### src/rtl/ptmr_pkg.sv
package ptmr_pkg;
  localparam int unsigned ACTS_PER_CH = 3;
  localparam int unsigned ACT_IRQ     = 0;
  localparam int unsigned ACT_ZERO    = 1;
  localparam int unsigned ACT_HALT    = 2;

  localparam logic [7:0] OFS_FLAG = 8'h00;
  localparam logic [7:0] OFS_CTRL = 8'h04;
  localparam logic [7:0] OFS_TC   = 8'h08;
  localparam logic [7:0] OFS_PR   = 8'h0C;
  localparam logic [7:0] OFS_PC   = 8'h10;
  localparam logic [7:0] OFS_MCTL = 8'h14;
  localparam logic [7:0] OFS_MR0  = 8'h18;

  function automatic logic [7:0] mr_ofs(int unsigned n);
    return OFS_MR0 + 8'(4 * n);
  endfunction
endpackage

### src/rtl/ptmr_count.sv
module ptmr_count #(
  parameter int unsigned CNT_W = 32
) (
  input  logic             clk_i,
  input  logic             rst_ni,
  input  logic             clear_i,
  input  logic             run_i,
  input  logic             tc_wr_i,
  input  logic             pc_wr_i,
  input  logic [CNT_W-1:0] wdata_i,
  input  logic [CNT_W-1:0] pr_i,
  input  logic             zero_i,
  output logic [CNT_W-1:0] tc_o,
  output logic [CNT_W-1:0] pc_o,
  output logic             fresh_o
);
  logic [CNT_W-1:0] tc_q, pc_q;
  logic             fresh_q;
  logic             roll;

  assign roll = run_i && (pc_q == pr_i);

  always_ff @(posedge clk_i or negedge rst_ni) begin
    if (!rst_ni) begin
      tc_q    <= '0;
      pc_q    <= '0;
      fresh_q <= 1'b0;
    end else if (clear_i) begin
      tc_q    <= '0;
      pc_q    <= '0;
      fresh_q <= (tc_q != '0);
    end else begin
      if (pc_wr_i)  pc_q <= wdata_i;
      else if (run_i) pc_q <= roll ? '0 : pc_q + CNT_W'(1);
      if (tc_wr_i)  tc_q <= wdata_i;
      else if (roll) tc_q <= zero_i ? '0 : tc_q + CNT_W'(1);
      fresh_q <= tc_wr_i || roll;
    end
  end

  assign tc_o    = tc_q;
  assign pc_o    = pc_q;
  assign fresh_o = fresh_q;
endmodule

### src/rtl/ptmr_match.sv
module ptmr_match import ptmr_pkg::*; #(
  parameter int unsigned CNT_W  = 32,
  parameter int unsigned NUM_CH = 4,
  localparam int unsigned MCTL_W = ACTS_PER_CH * NUM_CH
) (
  input  logic [CNT_W-1:0]             tc_i,
  input  logic                         fresh_i,
  input  logic [NUM_CH-1:0][CNT_W-1:0] mr_i,
  input  logic [MCTL_W-1:0]            mctl_i,
  output logic [NUM_CH-1:0]            hit_o,
  output logic [NUM_CH-1:0]            flag_set_o,
  output logic                         zero_o,
  output logic                         halt_o
);
  logic [NUM_CH-1:0] eq, zero_ch, halt_ch;

  for (genvar n = 0; n < NUM_CH; n++) begin : g_ch
    assign eq[n]         = (tc_i == mr_i[n]);
    assign hit_o[n]      = fresh_i && eq[n];
    assign flag_set_o[n] = hit_o[n] && mctl_i[ACTS_PER_CH*n + ACT_IRQ];
    assign zero_ch[n]    = eq[n] && mctl_i[ACTS_PER_CH*n + ACT_ZERO];
    assign halt_ch[n]    = hit_o[n] && mctl_i[ACTS_PER_CH*n + ACT_HALT];
  end

  assign zero_o = |zero_ch;
  assign halt_o = |halt_ch;
endmodule

### src/rtl/ptmr_flags.sv
module ptmr_flags #(
  parameter int unsigned NUM_CH = 4
) (
  input  logic              clk_i,
  input  logic              rst_ni,
  input  logic [NUM_CH-1:0] set_i,
  input  logic              clr_wr_i,
  input  logic [NUM_CH-1:0] clr_mask_i,
  output logic [NUM_CH-1:0] flags_o,
  output logic              irq_o
);
  logic [NUM_CH-1:0] flags_q;

  // set wins over a clear in the same cycle
  always_ff @(posedge clk_i or negedge rst_ni) begin
    if (!rst_ni) flags_q <= '0;
    else         flags_q <= (flags_q & ~(clr_wr_i ? clr_mask_i : '0)) | set_i;
  end

  assign flags_o = flags_q;
  assign irq_o   = |flags_q;
endmodule

### src/rtl/ptmr_top.sv
module ptmr_top import ptmr_pkg::*; #(
  parameter int unsigned CNT_W  = 32,
  parameter int unsigned NUM_CH = 4
) (
  input  logic              clk_i,
  input  logic              rst_ni,
  input  logic              tick_i,
  input  logic              clr_i,
  input  logic              wr_i,
  input  logic [7:0]        addr_i,
  input  logic [CNT_W-1:0]  wdata_i,
  output logic [CNT_W-1:0]  rdata_o,
  output logic [NUM_CH-1:0] match_evt_o,
  output logic              irq_o
);
  localparam int unsigned MCTL_W = ACTS_PER_CH * NUM_CH;

  logic                         cen_q, crst_q;
  logic [CNT_W-1:0]             pr_q;
  logic [MCTL_W-1:0]            mctl_q;
  logic [NUM_CH-1:0][CNT_W-1:0] mr_q;
  logic [CNT_W-1:0]             tc_val, pc_val;
  logic                         fresh, zero_hit, halt_hit, run, clear;
  logic [NUM_CH-1:0]            hit, flag_set, flags;
  logic                         wr_flag, wr_ctrl, wr_tc, wr_pr, wr_pc, wr_mctl;

  assign wr_flag = wr_i && (addr_i == OFS_FLAG);
  assign wr_ctrl = wr_i && (addr_i == OFS_CTRL);
  assign wr_tc   = wr_i && (addr_i == OFS_TC);
  assign wr_pr   = wr_i && (addr_i == OFS_PR);
  assign wr_pc   = wr_i && (addr_i == OFS_PC);
  assign wr_mctl = wr_i && (addr_i == OFS_MCTL);

  always_ff @(posedge clk_i or negedge rst_ni) begin
    if (!rst_ni) begin
      cen_q  <= 1'b0;
      crst_q <= 1'b0;
      pr_q   <= '0;
      mctl_q <= '0;
    end else begin
      if (wr_ctrl) begin
        cen_q  <= wdata_i[0];
        crst_q <= wdata_i[1];
      end
      if (halt_hit) cen_q <= 1'b0;
      if (wr_pr)   pr_q   <= wdata_i;
      if (wr_mctl) mctl_q <= wdata_i[MCTL_W-1:0];
    end
  end

  for (genvar n = 0; n < NUM_CH; n++) begin : g_mr
    always_ff @(posedge clk_i or negedge rst_ni) begin
      if (!rst_ni)                                mr_q[n] <= '0;
      else if (wr_i && (addr_i == mr_ofs(n)))     mr_q[n] <= wdata_i;
    end
  end

  assign run   = cen_q && !crst_q && tick_i && !halt_hit;
  assign clear = crst_q || clr_i;

  ptmr_count #(.CNT_W(CNT_W)) u_count (
    .clk_i   (clk_i),
    .rst_ni  (rst_ni),
    .clear_i (clear),
    .run_i   (run),
    .tc_wr_i (wr_tc),
    .pc_wr_i (wr_pc),
    .wdata_i (wdata_i),
    .pr_i    (pr_q),
    .zero_i  (zero_hit),
    .tc_o    (tc_val),
    .pc_o    (pc_val),
    .fresh_o (fresh)
  );

  ptmr_match #(.CNT_W(CNT_W), .NUM_CH(NUM_CH)) u_match (
    .tc_i       (tc_val),
    .fresh_i    (fresh),
    .mr_i       (mr_q),
    .mctl_i     (mctl_q),
    .hit_o      (hit),
    .flag_set_o (flag_set),
    .zero_o     (zero_hit),
    .halt_o     (halt_hit)
  );

  ptmr_flags #(.NUM_CH(NUM_CH)) u_flags (
    .clk_i      (clk_i),
    .rst_ni     (rst_ni),
    .set_i      (flag_set),
    .clr_wr_i   (wr_flag),
    .clr_mask_i (wdata_i[NUM_CH-1:0]),
    .flags_o    (flags),
    .irq_o      (irq_o)
  );

  assign match_evt_o = hit;

  always_comb begin
    rdata_o = '0;
    case (addr_i)
      OFS_FLAG: rdata_o = CNT_W'(flags);
      OFS_CTRL: rdata_o = CNT_W'({crst_q, cen_q});
      OFS_TC:   rdata_o = tc_val;
      OFS_PR:   rdata_o = pr_q;
      OFS_PC:   rdata_o = pc_val;
      OFS_MCTL: rdata_o = CNT_W'(mctl_q);
      default:  ;
    endcase
    for (int n = 0; n < NUM_CH; n++)
      if (addr_i == mr_ofs(n)) rdata_o = mr_q[n];
  end
endmodule

### config.mk
export PLATFORM = sky130hd
export DESIGN_NAME = ptmr_top
export DESIGN_NICKNAME = d
export VERILOG_FILES = /design/src/rtl/ptmr_pkg.sv /design/src/rtl/ptmr_count.sv /design/src/rtl/ptmr_match.sv /design/src/rtl/ptmr_flags.sv /design/src/rtl/ptmr_top.sv
export SDC_FILE = /design/constraint.sdc
export NUM_CORES = 1
export LEC_CHECK = 0
export ABC_CLOCK_PERIOD_IN_PS = 7900
export BUFFER_PORTS_ARGS = -buffer_cell sky130_fd_sc_hd__buf_2
export CAP_MARGIN = 20
export CORE_UTILIZATION = 30
export DETAILED_ROUTE_END_ITERATION = 8
export REMOVE_ABC_BUFFERS = 1
export SLEW_MARGIN = 15
export SYNTH_ARGS = -nofsm -noshare
export SYNTH_HDL_FRONTEND = slang
export SYNTH_SLANG_ARGS = --single-unit
### constraint.sdc
create_clock -name clk_i -period 7.9 [get_ports clk_i]
set_clock_uncertainty 0.1 [all_clocks]
set_input_delay 0.79 -clock clk_i [delete_from_list [all_inputs] [get_ports clk_i]]
set_output_delay 0.79 -clock clk_i [all_outputs]
set_load 0.02 [all_outputs]
**Word level (Yosys, flattened, before mapping)**

Index checks and enable logic that the tools add are counted.

- Flip-flop bits (word level): 243
- Latch bits: 0
- RAM bits: 0
- Memory bits (read-only): 0
- Output and inout bits: 37
- Word-level logic and storage cells: 90
- Memories kept: 0

- $add $sub $neg: 2
- Multiply operators: 0
- Div/mod/pow operators: 0
- Magnitude comparators: 0
- Equality and inequality tests: 14
- Shift operators: 0
- Mux-type cells: 17
- Bitwise operators: 3
- Reduce and logical (&&, ||, !) cells: 42

Operator list:

| cell | number |
|---|---|
| 32-bit two-way mux | 12 |
| 32-bit case mux with 6 select lines | 1 |
| 32-bit == test | 5 |
| 32-bit by 1-bit adder with 32-bit output (second input constant) | 2 |
| 8-bit by 5-bit == test with 1-bit output (second input constant) | 4 |
| 32-bit nonzero test | 1 |
| 1-bit logical AND | 30 |
| 8-bit by 4-bit == test with 1-bit output (second input constant) | 2 |
| 8-bit by 6-bit == test with 1-bit output (second input constant) | 2 |
| 4-bit OR reduction | 3 |
| 8-bit by 3-bit == test with 1-bit output (second input constant) | 1 |
| 8-bit logical NOT | 1 |
| 3-bit nonzero test | 2 |
| 4-bit AND | 1 |
| 4-bit two-way mux | 1 |
| 4-bit NOT | 1 |
| 4-bit OR | 1 |
| 1-bit two-way mux | 3 |
| 1-bit logical NOT | 2 |
| 1-bit logical OR | 2 |
| 2-bit nonzero test | 1 |

**Longest topological paths before layout**

Gate-level depths: netlist (run 1).

- Depth after elaboration: 11
- Mapped depth: 11
- Gate-level depth less buffers: 9

**Modules after synthesis**

A second synthesis (run 1) with hierarchy kept.

- Cells, all modules: 1,561
- Area, all modules: 15,752.6 um2

By module, submodules not included:

| module | times used | cells each | area an instance (um2) |
|---|---|---|---|
| ptmr_top | 1 | 702 | 8,772.2 |
| ptmr_count | 1 | 623 | 4,996.0 |
| ptmr_match | 1 | 223 | 1,830.5 |
| ptmr_flags | 1 | 13 | 153.9 |

**Worst setup path after synthesis (run 1)**

Ideal clock, no wire load.

- Path kind: input to output
- Start point: input addr_i[2]
- End point: output rdata_o[2]
- Data arrival time: 2,606 ps
- Required time: 7,010 ps
- Slack: 4,404 ps
- Stages on the path: 7
- Buffers on the path: 1
- Path through: or4_1 -> nor2_1 -> clkbuf_1 -> a22oi_1 -> nand3_1 -> mux2i_1 -> a31oi_1

- Longest elaborated chain between the ends: 6
- Elaborated cells between the ends (all ways): 15
- Those cells by class: 9 x eq/ne; 5 x mux; 1 x reduce/logical

Ends and longest elaborated chain:

| element | RTL line | text |
|---|---|---|
| from (decl) | ptmr_top.sv:10 | `input logic [7:0] addr_i,` |
| 8-bit by 5-bit == test with 1-bit output, or another cell as far along | ptmr_top.sv:101 | `case (addr_i)` |
| 32-bit case mux with 6 select lines | ptmr_top.sv:101 |  |
| 32-bit two-way mux (3 in a row) | ptmr_top.sv:111 | `if (addr_i == mr_ofs(n)) rdata_o = mr_q[n];` |
| 32-bit two-way mux (*) | ptmr_top.sv:111 |  |
| to (decl) | ptmr_top.sv:12 | `output logic [CNT_W-1:0] rdata_o,` |

Mark *: on every way between the ends. The rest lies on a longest branch, timed or not.

**Final worst setup path (run 1)**

- Start point: register u_count.pc_q[2], in the netlist u_count.pc_o[2]
- End point: register u_count.pc_q[22], in the netlist u_count.pc_o[22]

- Longest elaborated chain between the ends: 6
- Elaborated cells between the ends (all ways): 7
- Those cells by class: 1 x add/sub; 1 x eq/ne; 4 x mux; 1 x reduce/logical

Ends and longest elaborated chain:

| element | RTL line | text |
|---|---|---|
| from (decl) | ptmr_count.sv:17 | `logic [CNT_W-1:0] tc_q, pc_q;` |
| from (signal assigned) | ptmr_count.sv:33 | `if (pc_wr_i) pc_q <= wdata_i;` |
| from (signal assigned) | ptmr_count.sv:34 | `else if (run_i) pc_q <= roll ? '0 : pc_q + CNT_W'(1);` |
| parallel branches: the longest is 2 deep, another holds 32-bit by 1-bit adder with 32-bit output | n/a |  |
| 32-bit two-way mux (*) (2 in a row) | ptmr_count.sv:34 |  |
| 32-bit two-way mux (*) | ptmr_count.sv:33 |  |
| 32-bit two-way mux (*) | ptmr_count.sv:28 | `end else if (clear_i) begin` |

Every way passes the cells marked *. The select of a mux whose other input is x is not followed.
A chain may end at the register's enable or synchronous reset.

==> results of run 1 <==
## metal layers
layer	GRT usage [%]	share of wire [%]	wire length (um)	vias up
li1	-	-	-	5393
met1	32.9	42	25200	6523
met2	36.0	44	26300	795
met3	5.20	10	6000	122
met4	9.19	4.0	2390	2
met5	0	0.017	10	-
## placed cells by master, fill, tap and decap left out, types with 9 or more instances in the layout
cell type  instances
o21ai_0           60
nor4_1            39
nand3_1           62
o22ai_1           18
nor2_1            59
clkbuf_16         29
and3_1            10
nor3_1            26
or3_1              9
buf_2             80
a32oi_1            9
a22o_1            16
nand4_1           40
inv_1             28
a222oi_1          20
a22oi_1           87
clkbuf_8           9
nand2_1          100
xor2_1           118
xnor2_1           53
a31oi_1           21
dfrtp_1          243
mux2_2           173
buf_4             18
a21oi_1           27
## worst max path at each step
stage,endpoint,cells past startpoint,slack [ns],from
floorplan,u_count.pc_o[30],7,3.49,addr_i[2]
global placement,u_count.pc_o[22],7,3.61,u_count.pc_o[13]
CTS,u_count.pc_o[26],7,3.52,u_count.pc_o[2]
finish,u_count.pc_o[22],7,3.32,u_count.pc_o[2]
global route,u_count.tc_o[21],7,3.24,u_count.pc_o[2]
detailed placement,u_count.pc_o[22],9,3.42,tick_i
## state kept, by name, indices dropped and copies added, names as in the netlist
signal and flops:
mr_q 128, pr_q 32, u_count.pc_o 32, u_count.tc_o 32, mctl_q 12, u_flags.flags_o 4
cen_q 1, crst_q 1, u_count.fresh_o 1
## kinds of logic after synthesis
kind of cell	after synthesis	share of synthesized area, %
and+or+nand+nor	400	14.1
AOI/OAI and AO/OA	308	15.1
DFF	243	41.6
muxes	178	13.7
xor gates and xnor gates	171	10.2
buffers and inverters	158	5.05
adders and majority gates	3	0.257
## Yosys cell counts (all sizes together) (5+ instances only)
library cell  count
dfrtp           243
mux2            173
xor2            118
nand2           102
a22oi            87
clkbuf           67
nor2             67
buf              63
nand3            62
o21ai            60
xnor2            53
nand4            40
nor4             40
a21oi            30
nor3             29
inv              28
a31oi            21
a222oi           20
o22ai            18
a22o             16
and3             10
a32oi             9
or3               9
o2bb2ai           8
or4               8
and2              7
o31ai             6
mux2i             5
nand4b            5
o211ai            5
o41ai             5
or2               5
## area by class of cell
class                      instances  area (um2)  area share (%)
multi-input combinational       1060        7860            47.9
sequential                       243        6080            37.1
clock buffer                      46         880            5.37
tap                              615         769            4.69
timing repair buffer             103         608            3.71
inverter                          28         105           0.641
clock inverter                     7        93.8           0.572
## where the power goes
group          internal, mW  switching, mW  total, mW
registers              1.29         0.0582       1.35
clock network         0.823          0.558       1.38
logic                 0.109          0.224      0.333
total                  2.23          0.841       3.07
==> metrics.csv, run 1 <==
metric;value;unit
status;completed;
rows;80;
synth_warnings;0;
pre_cts_slack;3.42;ns
final_cell_area;16400;um2
timing.hold.ws;0.195;ns
die_h;223;um
cts_hold_buf;0;
cpMostUsedCell;a22o_1;
area_growth;12.2;%
die_w;223;um
cts_resized;0;
power.leakage;7.76;nW
yosysTopAreaCell;dfrtp_1;
final_util;34.2;%
path_max_fanout;22;
rrSetupSlack;3.32;ns
cts.htree.levels;1;
powerDensity;187;nW/um2
synth_top_cell_area_share;41.6;%
r2r-end;u_count.pc_o[22];
dpl-instance-area;15400;um2
cp.required;8.25;ns
maxSlewHeadroom;22.9;%
worst-slew-pin-transition;1.15;ns
port_buffers;81;
cts-root-buf;clkbuf_16;
yosysSeqAreaShare;41.6;%
grt_usage;23.8;%
synthArstFlopShare;100;%
ys_seq_elements;243;
cp-end-kind;register;
timing.critical_path.buf_inv;0;
drv_slew;0;
hold_class;in -> async;
crit_chain;xnor2_1, nand4_1, or4_1, nor4_4, nand2_1, a22o_1, a22o_1;
critPathLaunchType;register;
netlist_area;14600;um2
timing.final.ws_setup;3.32;ns
drive_gt1_share;23.7;%
core;47900;um2
slowest_stage;nand2_1;
cp.arrival;4.93;ns
final-hold-violation-count;0;
n_antenna_cell;0;
final_antenna_net_count;0;
syn_area_per_cell;10.0;um2
setup_violations;0;
r2r_cells;7;
place_inst;2048;
drtPass1Iterations;6;
cts_buffer_depth;3;
grt_pass1_vias;12258;
fin_crit;4.58;ns
synth_edf_count;0;
synthFlopType;dfrtp_1;
finalWirelength;59800;um
yosysUniqueCellTypes;63;
grt_start_max_net_pins;145;
worstReg2RegStart;u_count.pc_o[2];
place.gp.congestion;1.00;
cts_tree;built;
fin_setup_tns;0;ns
clkTransAtPathRegs;0.06;ns
final.fill_count;4860;
finalNetCount;1513;
cts_buffers;29;
fin_crit_sh;58.0;%
p_total;3.07;mW
num_vias;12835;
dpl.hpwl;42000;um
dieArea;49600;um2
ios;82;
layout.cells.non_filler;2102;
worst_skew_pair.late_latency;0.57;ns
drc;0;
critPathTopFamily;simple AND/OR/NAND/NOR gates;
start_util;30.5;%
grt_overflow;0;
routedWlPerCell;28.5;um
via_per_inst;6.11;
grt_pass1_wl;87600;um
grt_antenna_before_repair;1;
worstSetupPathType;reg -> reg;
drtIter0Drc;1727;
clock-sinks;243;
synth.area.top_cells;dfrtp_1 (42%), mux2_2 (13%), xor2_1 (7.1%), a22oi_1 (4.5%), xnor2_1 (3.2%);
rsz0062_at_grt;no;
vdd_ir_drop_max;155;uV
postCtsSetupBuffers;0;
synthCells;1461;
cpPeakStageDelay;0.88;ns
maxClockFrequency;0.218;GHz
max_cap_viol_count;0;
No activity file was read; power rests on OpenSTA's default activity.
==> run 2: changes to the inputs <==
Settings changed: ABC_CLOCK_PERIOD_IN_PS 7900 to 4000.
Clock period 7.9 ns to 4 ns, I/O delays scaled along.
==> run 2 against run 1 <==
Against the previous run: sequential share of layout area shrank 1.5 points; sequential power is 99% higher; clock power rose by 120%; setup slack got worse by 3.2 ns; register-to-register slack got worse by 3.0 ns; worst hold slack got worse by 0.14 ns; final cell count is 2.9% higher; critical endpoint is now match_evt_o[1]; largest cell class unchanged.
==> metrics.csv, run 2 (same netlist as run 1, synthesis figures left out) <==
metric;value;unit
maxSlewHeadroom;35.5;%
core;47900;um2
powerDensity;377;nW/um2
path_max_fanout;7;
layout_common_cells;dfrtp_1 (243), mux2_2 (173), xor2_1 (118), nand2_1 (100), a22oi_1 (87);
grt_usage;26.1;%
cp-end-kind;primary output;
rsz0062_at_grt;no;
critPathLaunchType;register;
final-hold-violation-count;0;
grt_start_max_net_pins;95;
grt_overflow;0;
finalNetCount;1575;
fin_crit_sh;97.3;%
final_common_cell;dfrtp_1;
port_buffers;81;
regMostFlops;mr_q;
largest_reg_flops;128;
ios;82;
drc;0;
drive_gt1_share;27.0;%
cts-root-buf;clkbuf_16;
grt_pass1_vias;12819;
final.fill_count;4809;
r2r_cells;10;
status;completed;
vdd_ir_drop_max;309;uV
cts.htree.levels;1;
max_cap_viol_count;0;
place.gp.congestion;1.03;
clock-sinks;243;
hold_class;in -> reg;
num_vias;13093;
drtIter0Drc;1779;
die_h;223;um
dieArea;49600;um2
start_util;30.5;%
worstSetupPathType;reg -> out;
routedWlPerCell;30.0;um
cts_tree;built;
fin_setup_tns;0;ns
worst_skew_pair.late_latency;0.59;ns
worst-slew-pin-transition;0.968;ns
grt_antenna_before_repair;0;
power.leakage;8.16;nW
finalWirelength;65000;um
cp.required;3.50;ns
area_growth;16.9;%
rows;80;
n_antenna_cell;0;
cts_buffer_depth;3;
dpl.hpwl;47700;um
grt_pass1_wl;94700;um
drv_slew;0;
drtPass1Iterations;8;
fin_crit;3.89;ns
setup_violations;0;
final_antenna_net_count;0;
cts_buffers;28;
cp.arrival;3.39;ns
die_w;223;um
maxClockFrequency;0.257;GHz
clkTransAtPathRegs;0.06;ns
p_total;6.44;mW
hold_path_depth;2;
via_per_inst;6.05;
## run 2: worst paths after layout
path | start | to | slack (ns)
min reg2reg | mctl_q[4] | mctl_q[4] | 0.45
max | u_count.tc_o[4] | match_evt_o[1] | 0.11
min | wdata_i[21] | pr_q[21] | 0.06
max in group asynchronous | rst_ni | mr_q[61] | 2.59
min in group asynchronous | rst_ni | u_count.pc_o[20] | 0.30
max reg2reg | u_count.tc_o[4] | u_count.pc_o[4] | 0.28
## run 2: through the flow
stage | util (%) | instances | setup slack, ns | hold WS (ns) | instance area, um2
6_report | 35.6 | 2163 | 0.107 | 0.0590 | 17100
5_1_grt | 35.6 | 2163 | 0.0975 | 0.0685 | 17100
4_1_cts | 35.6 | 2163 | 0.226 | 0.0438 | 17100
3_5_place_dp | 33.3 | 2111 | 0.410 | 0.397 | 16000
3_3_place_gp | 33.3 | 2111 | 0.441 | 0.400 | 16000
2_1_floorplan | - | 1331 | -0.0212 | 0.00441 | 14000
## run 2: timing repair
action	CTS	global route
hold endpoints to repair	92	0
hold buffers	1	0
buffers inserted	0	0
resized for setup	0	0
## run 2: area by class of cell
type | count | area [um2] | area share, %
Tap cell | 615 | 769 | 4.50
Timing Repair Buffer | 166 | 1180 | 6.91
Sequential cell | 243 | 6080 | 35.6
Multi-Input combinational cell | 1060 | 7860 | 46.0
Clock buffer | 33 | 761 | 4.45
Clock inverter | 18 | 330 | 1.93
Inverter | 28 | 105 | 0.615
## run 2: per-layer routing
metal	up-vias	GRT usage (%)	wire [um]
met5	-	0	0
met4	0	11.0	2800
met3	143	4.15	5290
met2	735	39.7	28700
met1	6703	36.5	28100
li1	5512	-	-
## run 2: report_power, final
part	internal [mW]	switching, mW	total [mW]
clock	1.94	1.14	3.08
combinational	0.242	0.447	0.689
sequential	2.56	0.123	2.68
total	4.73	1.71	6.44
## run 2: worst max-delay path, cell delays in order (launching register included)
cell and delay (ns):
dfrtp_1 0.45, buf_4 0.20, xor2_1 0.16, nor4_1 0.79, nand4_1 0.40, nor3_1 0.43, buf_4 0.22, buf_2 0.16
